===== src/rtl/csc_pkg.sv =====
package csc_pkg;
  localparam int NSTEP  = 5;
  localparam int STEP_W = 3;
  localparam logic [STEP_W-1:0] NO_FAIL_IDX = 3'd7;
  // Expected healthy level per step (bit k = step k) and which steps are compared
  localparam logic [NSTEP-1:0] EXP_LEVEL = 5'b00110;
  localparam logic [NSTEP-1:0] CARE_MASK = 5'b11110;

  typedef struct packed {
    logic neg;
    logic pos;
  } drive_t;

  function automatic drive_t drive_for(input logic [STEP_W-1:0] step);
    drive_t d;
    case (step)
      3'd1:    d = '{neg: 1'b0, pos: 1'b1};
      3'd3:    d = '{neg: 1'b1, pos: 1'b0};
      3'd4:    d = '{neg: 1'b1, pos: 1'b1};
      default: d = '{neg: 1'b0, pos: 1'b0};
    endcase
    return d;
  endfunction
endpackage


===== src/rtl/csc_step_timer.sv =====
module csc_step_timer
  import csc_pkg::*;
#(
  parameter int CNT_W = 16
) (
  input  logic              clk,
  input  logic              rst,
  input  logic              load,
  input  logic              active,
  input  logic [CNT_W-1:0]  period_in,
  output logic [STEP_W-1:0] step,
  output logic              last_cycle,
  output logic              final_cycle
);
  logic [CNT_W-1:0] period_q;
  logic [CNT_W-1:0] cnt;

  always_ff @(posedge clk) begin
    if (rst) begin
      period_q <= CNT_W'(1);
      cnt      <= '0;
      step     <= '0;
    end else if (load) begin
      period_q <= (period_in == '0) ? CNT_W'(1) : period_in;
      cnt      <= '0;
      step     <= '0;
    end else if (active) begin
      if (cnt == period_q - CNT_W'(1)) begin
        cnt  <= '0;
        step <= step + STEP_W'(1);
      end else begin
        cnt <= cnt + CNT_W'(1);
      end
    end
  end

  assign last_cycle  = active && (cnt == period_q - CNT_W'(1));
  assign final_cycle = last_cycle && (step == STEP_W'(NSTEP - 1));
endmodule


===== config.mk =====
export PLATFORM = sky130hd
export DESIGN_NAME = csc_step_timer
export DESIGN_NICKNAME = d
export VERILOG_FILES = /design/src/rtl/csc_pkg.sv /design/src/rtl/csc_step_timer.sv
export SDC_FILE = /design/constraint.sdc
export NUM_CORES = 1
export LEC_CHECK = 0
export ABC_AREA = 1
export BUFFER_PORTS_ARGS = -buffer_cell sky130_fd_sc_hd__buf_4
export CAP_MARGIN = 20
export CORE_MARGIN = 3
export CORE_UTILIZATION = 60
export CTS_CLUSTER_SIZE = 8
export DETAILED_ROUTE_END_ITERATION = 8
export GPL_TIMING_DRIVEN = 0
export PLACE_DENSITY = 0.91
export SLEW_MARGIN = 20
export SYNTH_ARGS = -nofsm -noshare
export SYNTH_HDL_FRONTEND = slang
export SYNTH_SLANG_ARGS = --single-unit
export TNS_END_PERCENT = 30

===== constraint.sdc =====
create_clock -name clk -period 3.4 [get_ports clk]
set_input_delay 0 -clock clk [delete_from_list [all_inputs] [get_ports clk]]
set_output_delay 0 -clock clk [all_outputs]
set_load 0.01 [all_outputs]

==> metrics.csv <==
metric,value,unit
status,"complete, no violations",
via count,2450,
FMAX,412.1,MHz
first-pass GRT wire length,9880,um
Crit path required time,3.40,ns
largest area contributor in the netlist,dfxtp_1,
top cell type's share of synthesized area,30.47,%
ANT nets after route,0,
# nets final,425,
DR iter-0 viols,207,
sequential fraction of the synthesis area,30.47,%
tightest hold margin,0.08356,ns
number of global-route vias before repair,2239,
die footprint,4612,um2
Tcrit/Tclk final,71.38,%
die width,67.91,um
CTS sink cnt,35,
Post-DP HPWL,3971,um
# H-tree levels,2,
All-Layer GR Usage,29.03,%
unrepaired setup endpoints after global routing,no,
post_cts resized,0,
critical path class,flip-flop to primary output,
Final Hold Vio Count,0,
R2R Setup Slk,1.18,ns
CP Launch Type,flip-flop,
peak supply drop,0.2973,mV
Leak Pwr,1.308,nW
total CTS buffers,5,
"Net Count, Synth",379,
#FFs+latches synth,35,
Max Root-Sink Buffers,2,
DRC,0,
Avg Inst Size Synth,6.478,um2
post-DR vias/cell,5.469,
CP arrival,2.43,ns
GRT overflow,0,
Yosys cell types,28,
Worst-Skew Late Latency,0.30,ns
CP max FO,5,
reg2reg start,period_q[0]$_SDFFE_PP1P_,
root buf cell,clkbuf_8,
Initial Util,65.32,%
final setup TNS,0,ns
Min-Delay Startpoint,rst,
Syn Inst Count,355,
Relative slew margins,64.36,%
Die Ht,67.91,um
n_diodes,0,
largest net degree at the start of global routing,11,
Synth Warn #,0,
total wire length,5907,um
area grow syn2layout,21.22,%
layout cells sized above 1,15.67,%
RePlAce Congestion,0.8662,
# rows,21,
"most common cell after layout, fill and taps aside",nand2_1,
antenna violations before repair,0,
slew of the pin with the lowest slew margin,0.5340,ns
MaxCap Viol Count,0,
CTS tree,yes,
Setup Viol. Count Final,0,
Tightest Hold Check Type,input pin to flip-flop,
most frequent cells in the layout,"117 x nand2_1, 41 x inv_1, 37 x nor2_1",
number of port buffers,24,
Layout fillers,241,
worst setup path start,period_q[0]$_SDFFE_PP1P_,
max-slew violations,0,
CP endpoint kind,primary output,
PwrDens,349.2,nW/um2
post-synthesis cell area,2300,um2
Final min period,2.427,ns
synth top area cells,"dfxtp_1 30%, nand2_1 19%, inv_1 6.7%",
WL/cell,13.19,um
# IOs,25,
DRT Pass-1 Iters,5,
Clock transition at path regs,0.07,ns
worst clock skew,0.007573,ns
core box area,3521,um2
## critical path, stage by stage (launching register included)
cell and delay [ns]:
dfxtp_1 0.34, inv_1 0.18, ha_1 0.32, inv_1 0.08
nand2_1 0.06, nand2_1 0.07, xor2_1 0.14, nor2_1 0.16
nand2_1 0.07, nor2_1 0.10, nand3_1 0.09, nor2_2 0.11
nand2_2 0.09, inv_1 0.08, nand2_1 0.05, nor2_1 0.08
buf_4 0.12
## worst paths after layout
kind | endpoint | depth (start not counted)
hold / removal | period_q[9]$_SDFFE_PP0P_ | 4
setup reg to reg | cnt[5]$_SDFFE_PP0P_ | 15
setup / recovery | final_cycle | 16
hold reg to reg | step[0]$_SDFFE_PP0P_ | 2
## per-layer routing
metal | wire length (um) | GRT usage (%) | vias up
li1 | - | - | 1203
met1 | 2483 | 34.58 | 1111
met2 | 2753 | 49.57 | 119
met3 | 488 | 6.568 | 17
met4 | 181 | 13.15 | 0
met5 | 0 | 0 | -
## sequential cells by signal, summed over array words and instances, names as in the netlist
| register | cells |
|---|---|
| cnt | 16 |
| period_q | 16 |
| step | 3 |
## metrics by stage
step / utilization [%] / total power, mW / cells / worst slack [ns] / area [um2]
finish: 79.18 / 0.9734 / 448 / 0.9731 / 2788
global route: 79.18 / 1.009 / 448 / 0.7476 / 2788
CTS: 79.18 / 0.9604 / 448 / 1.028 / 2788
detailed placement: 72.07 / 0.6192 / 425 / 1.237 / 2537
global placement: 72.07 / 0.6144 / 425 / 1.302 / 2537
floorplan: - / 0.5702 / 355 / 1.559 / 2300
## power breakdown
| part | leakage (nW) | switching, mW | total, mW | internal [mW] |
|---|---|---|---|---|
| registers | 0.285 | 0.0150 | 0.437 | 0.422 |
| logic | 0.971 | 0.120 | 0.200 | 0.0800 |
| clock network | 0.0515 | 0.151 | 0.336 | 0.185 |
## cell usage after synthesis, drive strengths merged
cell type  instances
a21oi              6
a22o               2
a22oi              1
a41oi              1
and2               1
buf                2
clkbuf             3
dfxtp             35
ha                 4
inv               41
nand2            123
nand3             30
nand3b             4
nand4              5
nor2              58
nor4               4
o21ai             12
o22ai              1
xnor2             10
xor2              12
## cell families after synthesis
group,after synthesis,synth area share (%)
xor gates and xnor gates,22,8.378
AOI/OAI and AO/OA,23,5.659
adders and majority gates,4,2.176
buffers and inverters,46,8.596
and+or+nand+nor,225,44.72
DFF,35,30.47
## area by class of cell
type	instances	area (um2)	area share (%)
repair buffers	39	330.3	11.85
clock buffers	8	100.1	3.591
inverters	41	153.9	5.521
well taps	46	57.56	2.065
multi-input cells	274	1401	50.27
flip-flops and latches	35	700.7	25.13
plain buffers	5	43.79	1.571
## repair_timing
action                    in CTS  in global routing
hold buffers                  15                  0
buffers inserted               0                  0
hold endpoints to repair      15                  0
Note: power is estimated with default switching activity, not from simulation.
